<file path="config.mk">
export PLATFORM = sky130hd
export DESIGN_NAME = pic8_ctrl
export DESIGN_NICKNAME = d
export VERILOG_FILES = /design/src/rtl/pic8_pkg.sv /design/src/rtl/pic8_init_seq.sv /design/src/rtl/pic8_req_latch.sv /design/src/rtl/pic8_prio_res.sv /design/src/rtl/pic8_ctrl.sv
export SDC_FILE = /design/constraint.sdc
export NUM_CORES = 1
export LEC_CHECK = 0
export BUFFER_PORTS_ARGS = -buffer_cell sky130_fd_sc_hd__buf_2
export CAP_MARGIN = 20
export CORE_MARGIN = 8
export CORE_UTILIZATION = 50
export DETAILED_ROUTE_END_ITERATION = 12
export PLACE_DENSITY = 0.73
export RECOVER_POWER = 100
export SYNTH_ARGS = -nofsm -noshare
export SYNTH_HDL_FRONTEND = slang
export SYNTH_SLANG_ARGS = --single-unit
</file>
<file path="constraint.sdc">
create_clock -name clk -period 3.4 [get_ports clk]
set_input_delay 0.68 -clock clk [delete_from_list [all_inputs] [get_ports clk]]
set_output_delay 0.68 -clock clk [all_outputs]
set_load 0.005 [all_outputs]
</file>
<file path="src/rtl/pic8_pkg.sv">
package pic8_pkg;
    localparam int PIC_W     = 8;
    localparam int PIC_IDX_W = 3;

    typedef enum logic [1:0] {
        PIC_READY,
        PIC_GET_BASE,
        PIC_GET_CASC,
        PIC_GET_MODE
    } pic_init_e;

    localparam int START_BIT     = 4;
    localparam int NEED_MODE_BIT = 0;
    localparam int AEOI_BIT      = 1;

    localparam logic [7:0] CMD_SEL_IRR  = 8'h0A;
    localparam logic [7:0] CMD_SEL_ISR  = 8'h0B;
    localparam logic [4:0] CMD_SEOI_TAG = 5'b01100;
endpackage

</file>
<file path="src/rtl/pic8_init_seq.sv">
module pic8_init_seq
    import pic8_pkg::*;
#(
    parameter int W     = PIC_W,
    parameter int IDX_W = PIC_IDX_W
) (
    input  logic               clk,
    input  logic               rst_n,
    input  logic               cmd_wr,
    input  logic               data_wr,
    input  logic [W-1:0]       wdata,
    output logic               start_o,
    output logic               done_o,
    output logic               mask_wr_o,
    output logic               ready_o,
    output logic               base_phase_o,
    output logic [W-IDX_W-1:0] base_o,
    output logic [W-1:0]       casc_o,
    output logic               aeoi_o
);
    pic_init_e state_q, state_d;
    logic      need_mode_q;
    logic      start_cmd;

    assign start_cmd = cmd_wr && wdata[START_BIT];

    // state register
    always_ff @(posedge clk) begin
        if (!rst_n) state_q <= PIC_READY;
        else        state_q <= state_d;
    end

    // transitions
    always_comb begin
        state_d = state_q;
        if (start_cmd) begin
            state_d = PIC_GET_BASE;
        end else if (data_wr) begin
            unique case (state_q)
                PIC_READY:    state_d = PIC_READY;
                PIC_GET_BASE: state_d = PIC_GET_CASC;
                PIC_GET_CASC: state_d = need_mode_q ? PIC_GET_MODE : PIC_READY;
                PIC_GET_MODE: state_d = PIC_READY;
            endcase
        end
    end

    // outputs
    always_comb begin
        start_o      = start_cmd;
        done_o       = 1'b0;
        mask_wr_o    = 1'b0;
        ready_o      = 1'b0;
        base_phase_o = 1'b0;
        unique case (state_q)
            PIC_READY: begin
                ready_o   = 1'b1;
                mask_wr_o = data_wr;
            end
            PIC_GET_BASE: base_phase_o = 1'b1;
            PIC_GET_CASC: done_o = data_wr && !need_mode_q;
            PIC_GET_MODE: done_o = data_wr;
        endcase
    end

    // configuration words
    always_ff @(posedge clk) begin
        if (!rst_n) begin
            need_mode_q <= 1'b0;
            base_o      <= '0;
            casc_o      <= '0;
            aeoi_o      <= 1'b0;
        end else if (start_cmd) begin
            need_mode_q <= wdata[NEED_MODE_BIT];
            aeoi_o      <= 1'b0;
        end else if (data_wr) begin
            unique case (state_q)
                PIC_READY:    ;
                PIC_GET_BASE: base_o <= wdata[W-1:IDX_W];
                PIC_GET_CASC: casc_o <= wdata;
                PIC_GET_MODE: aeoi_o <= wdata[AEOI_BIT];
            endcase
        end
    end
endmodule

</file>
<file path="src/rtl/pic8_req_latch.sv">
module pic8_req_latch
    import pic8_pkg::*;
#(
    parameter int W = PIC_W
) (
    input  logic         clk,
    input  logic         rst_n,
    input  logic [W-1:0] irq_i,
    input  logic         clr_all_i,
    input  logic [W-1:0] clr_i,
    output logic [W-1:0] irr_o
);
    for (genvar g = 0; g < W; g++) begin : g_line
        logic prev_q;
        logic rise;
        assign rise = irq_i[g] && !prev_q;
        always_ff @(posedge clk) begin
            if (!rst_n) begin
                prev_q   <= 1'b0;
                irr_o[g] <= 1'b0;
            end else begin
                prev_q <= irq_i[g];
                if (clr_all_i || clr_i[g]) irr_o[g] <= 1'b0;
                else                       irr_o[g] <= (irr_o[g] && irq_i[g]) || rise;
            end
        end
    end
endmodule

</file>
<file path="src/rtl/pic8_prio_res.sv">
module pic8_prio_res
    import pic8_pkg::*;
#(
    parameter int W     = PIC_W,
    parameter int IDX_W = PIC_IDX_W
) (
    input  logic [W-1:0]     req_i,
    input  logic [W-1:0]     isr_i,
    output logic             hit_o,
    output logic [IDX_W-1:0] idx_o
);
    logic             req_found, isr_found;
    logic [IDX_W-1:0] isr_idx;

    always_comb begin
        req_found = 1'b0;
        isr_found = 1'b0;
        idx_o     = '0;
        isr_idx   = '0;
        for (int i = W - 1; i >= 0; i--) begin
            if (req_i[i]) begin
                req_found = 1'b1;
                idx_o     = IDX_W'(i);
            end
            if (isr_i[i]) begin
                isr_found = 1'b1;
                isr_idx   = IDX_W'(i);
            end
        end
        hit_o = req_found && (!isr_found || (idx_o < isr_idx));
    end
endmodule

</file>
<file path="src/rtl/pic8_ctrl.sv">
module pic8_ctrl
    import pic8_pkg::*;
#(
    parameter int          W          = PIC_W,
    parameter int          IDX_W      = PIC_IDX_W,
    parameter logic [7:0]  RESET_MASK = 8'hFF
) (
    input  logic         clk,
    input  logic         rst_n,
    input  logic         reg_sel,
    input  logic         reg_wr,
    input  logic [W-1:0] reg_wdata,
    output logic [W-1:0] reg_rdata,
    input  logic [W-1:0] irq_in,
    output logic         int_out,
    input  logic         int_ack,
    output logic [W-1:0] int_vec,
    output logic [W-1:0] casc_cfg
);
    localparam int BASE_W = W - IDX_W;
    localparam logic [IDX_W-1:0] SPUR_LVL = {IDX_W{1'b1}};

    logic              cmd_wr, data_wr;
    logic              start, done, mask_wr, ready, base_phase, aeoi;
    logic [BASE_W-1:0] base;
    logic [W-1:0]      mask_q, isr_q, irr, cand, seoi_clr, take_hot;
    logic              rsel_isr_q, hit, take, seoi_hit;
    logic [IDX_W-1:0]  lvl, vec_lvl;

    assign cmd_wr  = reg_wr && !reg_sel;
    assign data_wr = reg_wr && reg_sel;

    pic8_init_seq #(.W(W), .IDX_W(IDX_W)) u_seq (
        .clk          (clk),
        .rst_n        (rst_n),
        .cmd_wr       (cmd_wr),
        .data_wr      (data_wr),
        .wdata        (reg_wdata),
        .start_o      (start),
        .done_o       (done),
        .mask_wr_o    (mask_wr),
        .ready_o      (ready),
        .base_phase_o (base_phase),
        .base_o       (base),
        .casc_o       (casc_cfg),
        .aeoi_o       (aeoi)
    );

    pic8_req_latch #(.W(W)) u_req (
        .clk       (clk),
        .rst_n     (rst_n),
        .irq_i     (irq_in),
        .clr_all_i (start),
        .clr_i     (take_hot),
        .irr_o     (irr)
    );

    assign cand = irr & ~mask_q;

    pic8_prio_res #(.W(W), .IDX_W(IDX_W)) u_prio (
        .req_i (cand),
        .isr_i (isr_q),
        .hit_o (hit),
        .idx_o (lvl)
    );

    assign int_out  = hit && ready;
    assign take     = int_ack && int_out;
    assign vec_lvl  = take ? lvl : SPUR_LVL;
    assign int_vec  = {base, vec_lvl};
    assign take_hot = take ? (W'(1) << lvl) : '0;

    assign seoi_hit = cmd_wr && (reg_wdata[W-1:IDX_W] == CMD_SEOI_TAG);
    assign seoi_clr = seoi_hit ? (W'(1) << reg_wdata[IDX_W-1:0]) : '0;

    always_ff @(posedge clk) begin
        if (!rst_n)       mask_q <= RESET_MASK;
        else if (done)    mask_q <= '0;
        else if (mask_wr) mask_q <= reg_wdata;
    end

    always_ff @(posedge clk) begin
        if (!rst_n || start)                     rsel_isr_q <= 1'b0;
        else if (cmd_wr && reg_wdata == CMD_SEL_ISR) rsel_isr_q <= 1'b1;
        else if (cmd_wr && reg_wdata == CMD_SEL_IRR) rsel_isr_q <= 1'b0;
    end

    always_ff @(posedge clk) begin
        if (!rst_n || start) isr_q <= '0;
        else                 isr_q <= (isr_q & ~seoi_clr) | (aeoi ? '0 : take_hot);
    end

    assign reg_rdata = reg_sel ? mask_q : (rsel_isr_q ? isr_q : irr);
endmodule

</file>
[Word-level counts from Yosys, hierarchy flattened]
Index checks and enable logic that the tools add are counted.
Operators by class
  shift operators: 2
  equality and inequality tests: 6
  muxes and demuxes: 49
  bitwise logic cells: 7
  $lt $le $gt $ge: 1
  reductions and logical operators: 73
Operators by type and width (count)
  $mux W8: 7
  $mux W3: 17
  $logic_and A1 B1 Y1: 26
  $mux W1: 22
  $reduce_or A2 Y1: 10
  $logic_or A1 B1 Y1: 18
  $and A8 B8 Y8: 2
  $eq A8 B4 Y1 const B: 2
  $not A8 Y8: 2
  $shl A1 B3 Y8 const A: 2
  $logic_not A1 Y1: 12
  $or A8 B8 Y8: 1
  $pmux W2 S3: 1
  $reduce_and A3 Y1: 2
  $reduce_bool A2 Y1: 3
  $eq A5 B4 Y1 const B: 1
  $eq A2 B2 Y1 const B: 2
  $lt A3 B3 Y1: 1
  $eq A2 B1 Y1 const B: 1
  $logic_not A2 Y1: 1
  $mux W2: 1
  $not A1 Y1: 2
  $pmux W1 S2: 1
  $reduce_and A2 Y1: 1
Storage, ports and cells
  input port bits: 21
  register bits: 50
  logic and storage cells: 163

[Longest topological paths before layout]
  depth after elaboration: 18
  gate-level depth with buffers: 11
  gate-level depth less buffers: 11

[Hierarchy]
A second synthesis with hierarchy kept.
Unflattened totals
  cells, all modules: 289
  area, all modules: 2692.6 um^2
By module, submodules not included
  pic8_ctrl: times used 1, area each 1077.3 um^2, sequential area each 340.3 um^2, cells each 133
  pic8_init_seq: times used 1, area each 765.7 um^2, sequential area each 340.3 um^2, cells each 82
  pic8_req_latch: times used 1, area each 631.9 um^2, sequential area each 320.3 um^2, cells each 41
  pic8_prio_res: times used 1, area each 217.7 um^2, sequential area each 0.0 um^2, cells each 33

[Worst setup path after synthesis]
Ideal clock, no wire load.
  path type: reg-to-output
  start: reg mask_q[0]
  end: out int_vec[0]
  required time: 2.720 ns
  data arrival time: 2.523 ns
  cell stages (with the launch flop): 12
  setup slack: 0.197 ns
  cells stage by stage: dfxtp_1 nor2b_4 nor4_1 nand2_1 inv_1 ha_1 o21ai_0 nand3_1 a21oi_1 nand2b_1 o32ai_2 nand2_1
On the way
  cells in the longest elaborated chain, start to end: 9
  elaborated cells between the ends (all ways): 10
  those cells by class: 1 x order compare; 3 x mux; 2 x bitwise; 4 x reduce/logical
Ends and longest elaborated chain
  start, declared: line pic8_ctrl.sv:26  | logic [W-1:0] mask_q, isr_q, irr, cand, seoi_clr, take_hot;
  start signal, assigned: line pic8_ctrl.sv:79  | else if (mask_wr) mask_q <= reg_wdata;
  $not A8 Y8 *: line pic8_ctrl.sv:58  | assign cand = irr & ~mask_q;
  $and A8 B8 Y8 *: line pic8_ctrl.sv:58
  $mux W3: line pic8_prio_res.sv:21  | if (req_i[i]) begin
  $lt A3 B3 Y1: line pic8_prio_res.sv:30  | hit_o = req_found && (!isr_found || (idx_o < isr_idx));
  $logic_or A1 B1 Y1: line pic8_prio_res.sv:30
  $logic_and A1 B1 Y1: line pic8_prio_res.sv:30
  $logic_and A1 B1 Y1: line pic8_ctrl.sv:67  | assign int_out = hit && ready;
  $logic_and A1 B1 Y1: line pic8_ctrl.sv:68  | assign take = int_ack && int_out;
  $mux W3 *: line pic8_ctrl.sv:69  | assign vec_lvl = take ? lvl : SPUR_LVL;
  end, declared: line pic8_ctrl.sv:17  | output logic [W-1:0] int_vec,
Mark *: on every way between the ends. The rest lies on a longest branch, timed or not.

[Final worst setup path]
  start: reg isr_q[3]
  end: out int_vec[1]
On the way
  cells in the longest elaborated chain, start to end: 10
  elaborated cells between the ends (all ways): 15
  those cells by class: 1 x order compare; 9 x mux; 5 x reduce/logical
Ends and longest elaborated chain
  start, declared: line pic8_ctrl.sv:26
  start signal, assigned: line pic8_ctrl.sv:90  | else isr_q <= (isr_q & ~seoi_clr) | (aeoi ? '0 : take_hot);
  $mux W3 or $mux W1 (tied branches) (4 in a row): line pic8_prio_res.sv:25  | if (isr_i[i]) begin
  $lt A3 B3 Y1 or $logic_not A1 Y1 (tied branches): line pic8_prio_res.sv:30
  $logic_or A1 B1 Y1 *: line pic8_prio_res.sv:30
  $logic_and A1 B1 Y1 *: line pic8_prio_res.sv:30
  $logic_and A1 B1 Y1 *: line pic8_ctrl.sv:67
  $logic_and A1 B1 Y1 *: line pic8_ctrl.sv:68
  $mux W3 *: line pic8_ctrl.sv:69
Marks and branches as above.

==> impl_metrics.json <==
{
  "status": "finished clean",
  "syn_avg_cell_area_um2": 8.55,
  "cts_hold_buf": 0,
  "slew_viol_final": 0,
  "track_usage_pct": 19.7,
  "ios": 46,
  "hold_class": "reg2reg",
  "powerDensity_nw_per_um2": 378,
  "die-area_um2": 7700,
  "postSynthCellCount": 301,
  "worstPathRequired_ns": 2.72,
  "globalRouteMet1Util_pct": 25.8,
  "busiest_layer": "met2",
  "hold_viol_final": 0,
  "ys_seq_area_share_pct": 38.9,
  "cts_tree": "yes",
  "grt_pass1_vias": 2400,
  "cts_made_buffers": 5,
  "p_leak_nw": 1.17,
  "synth_area_leaders": "dfxtp_1 (39%), mux2i_1 (7.0%), nand3_1 (5.4%)",
  "synth_edf_count": 0,
  "critical_path_class": "reg2out",
  "htreeDepth": 2,
  "port_buffers": 45,
  "met2_usage_pct": 29.2,
  "synth_ff_type": "dfxtp_1",
  "fin_crit_ns": 3.35,
  "dr.pass1.iters": 5,
  "dp_hpwl_mm": 5.27,
  "postRouteAntennaNets": 0,
  "grt_overflow_total": 0,
  "ir_worst_vdd_v": 0.000242,
  "antenna_found_initial": 0,
  "synth_top_cell_by_area": "dfxtp_1",
  "period_share_pct": 98.4,
  "post-route-util_pct": 60.2,
  "clkTransAtPathRegs_ns": 0.10,
  "synthTopCellsByCount": "dfxtp_1 (50), nand2_1 (37), nand3_1 (28), o21ai_0 (24), mux2i_1 (18)",
  "worstPathMaxFanout": 4,
  "fin_hold_ws_ns": 0.464,
  "synth-async-reset-ratio_pct": 0,
  "insertion_delay_ns": 0.31,
  "fin_ws_ns": 0.0550,
  "yosysMostFrequentCell": "dfxtp_1",
  "yosysWarnings": 0,
  "clock-sinks": 50,
  "worst_setup_path_start_kind": "flop",
  "cp.arrival_ns": 2.67,
  "syn2layout_area_growth_pct": 17.9,
  "grt_max_degree": 24,
  "cp-end-kind": "output pin",
  "final_area_um2": 3030,
  "drive_gt1_share_pct": 18.5,
  "syn_nets": 327,
  "wirelength_mm": 7.35,
  "relSlewSlack_pct": 42.2,
  "rsz0062_at_grt": "true",
  "start_util_pct": 51.0,
  "syn_area_um2": 2570,
  "setup_viol": 0,
  "place.gp.congestion": 0.902,
  "clockRootBuffer": "clkbuf_8",
  "die_h_um": 87.7,
  "skew_ns": 0.0109,
  "die_w_um": 87.7,
  "core_region_area_um2": 5040,
  "wl_per_cell_um": 17.5,
  "placed_cell_area_um2": 2890,
  "vias_per_cell": 5.87,
  "grt_pass1_wl_mm": 11.9,
  "n_antenna_cell": 0,
  "r2r_setup_slack_ns": 0.52,
  "final_nets": 377,
  "drtIter0Drc": 203,
  "rows": 26,
  "drc": 0,
  "synth_cell_types": 49,
  "yosys_register_bits": 50,
  "use_met3_pct": 5.35,
  "cap_violations": 0,
  "synth_top_area_share_pct": 38.9,
  "routed-via-count": 2472,
  "clockBufferDepth": 2,
  "post-place-ws_ns": -0.0203,
  "tightest_slew_ns": 0.867,
  "fmax_mhz": 299
}
-- area by class of cell --
| class | instances | area [um2] |
|---|---|---|
| repair buffers | 56 | 278 |
| inverters | 7 | 26.3 |
| multi-input cells | 231 | 1560 |
| fillers | 475 | 2010 |
| clock buffers | 5 | 68.8 |
| well taps | 70 | 87.6 |
| flip-flops and latches | 50 | 1010 |
| clock inverters | 2 | 10.0 |
-- logic make-up (layout without fill, tap and decap cells) --
logic type,count (synthesis),in the layout,synth area share [%]
flip-flops,50,50,38.9
multiplexers,18,18,7.00
AO/OA/AOI/OAI,77,77,21.6
adder cells (fa/ha/maj),6,6,2.82
buffers and inverters,20,70,2.92
AND/OR/NAND/NOR,130,130,26.8
-- layer usage --
| layer | wire (um) | part of all wire [%] |
|---|---|---|
| met1 | 3280 | 45 |
| met2 | 3260 | 44 |
| met3 | 559 | 7.6 |
| met4 | 248 | 3.4 |
| met5 | 0 | 0 |
-- layout by cell type, fill, tap and decap left out, types with 5 or more instances in the layout --
cell,n
inv_1,6
a21oi_1,5
nand2_1,37
mux2i_1,18
clkbuf_8,5
nand3_1,27
and2_0,8
o21ai_0,23
buf_4,8
a31oi_1,7
nand2b_1,13
dfxtp_1,47
nor2_1,11
a21boi_0,14
nor2b_1,8
clkbuf_1,18
buf_2,30
-- registers in the layout, summed over array words and instances, names as in the netlist, 2 cells and up --
name,flops
isr_q,8
mask_q,8
u_req.g_line.prev_q,8
u_req.irr_o,8
u_seq.base_o,5
u_seq.casc_o,8
u_seq.state_q,2
-- timing repair --
item	CTS	global route
endpoints found under the setup margin	3	3
gates cloned	0	0
pin swaps	3	3
resized for setup	8	6
setup buffers	2	2
-- final timing paths --
| path | start | to | depth (start not counted) |
|---|---|---|---|
| min | u_seq.base_o[0] | u_seq.base_o[0] | 2 |
| max | isr_q[3] | int_vec[1] | 10 |
| min reg2reg | u_seq.base_o[0] | u_seq.base_o[0] | 2 |
| max reg2reg | isr_q[3] | isr_q[7] | 10 |
-- critical path, cell delays in order (launching register included) --
cell	delay, ns
dfxtp_4	0.36
or4_1	0.51
a21o_1	0.19
ha_4	0.24
o21ai_4	0.14
nand3_2	0.12
a21oi_2	0.16
nand2b_1	0.13
o32ai_4	0.27
nand2_1	0.08
buf_2	0.15
-- stage by stage --
step / instances / TNS (ns) / total power [mW]
floorplan: 301 / 0 / 0.742
global placement: 410 / 0 / 0.809
detailed placement: 410 / -0.0203 / 0.813
CTS: 419 / 0 / 1.15
global route: 421 / -0.118 / 1.20
finish: 421 / 0 / 1.15
-- report_power, final --
part | internal [mW] | switching, mW | leakage (nW)
Combinational | 0.0761 | 0.108 | 0.712
Sequential | 0.607 | 0.0187 | 0.411
Clock | 0.139 | 0.199 | 0.0438
Total | 0.822 | 0.325 | 1.17
Note: power is estimated with default switching activity, not from simulation.
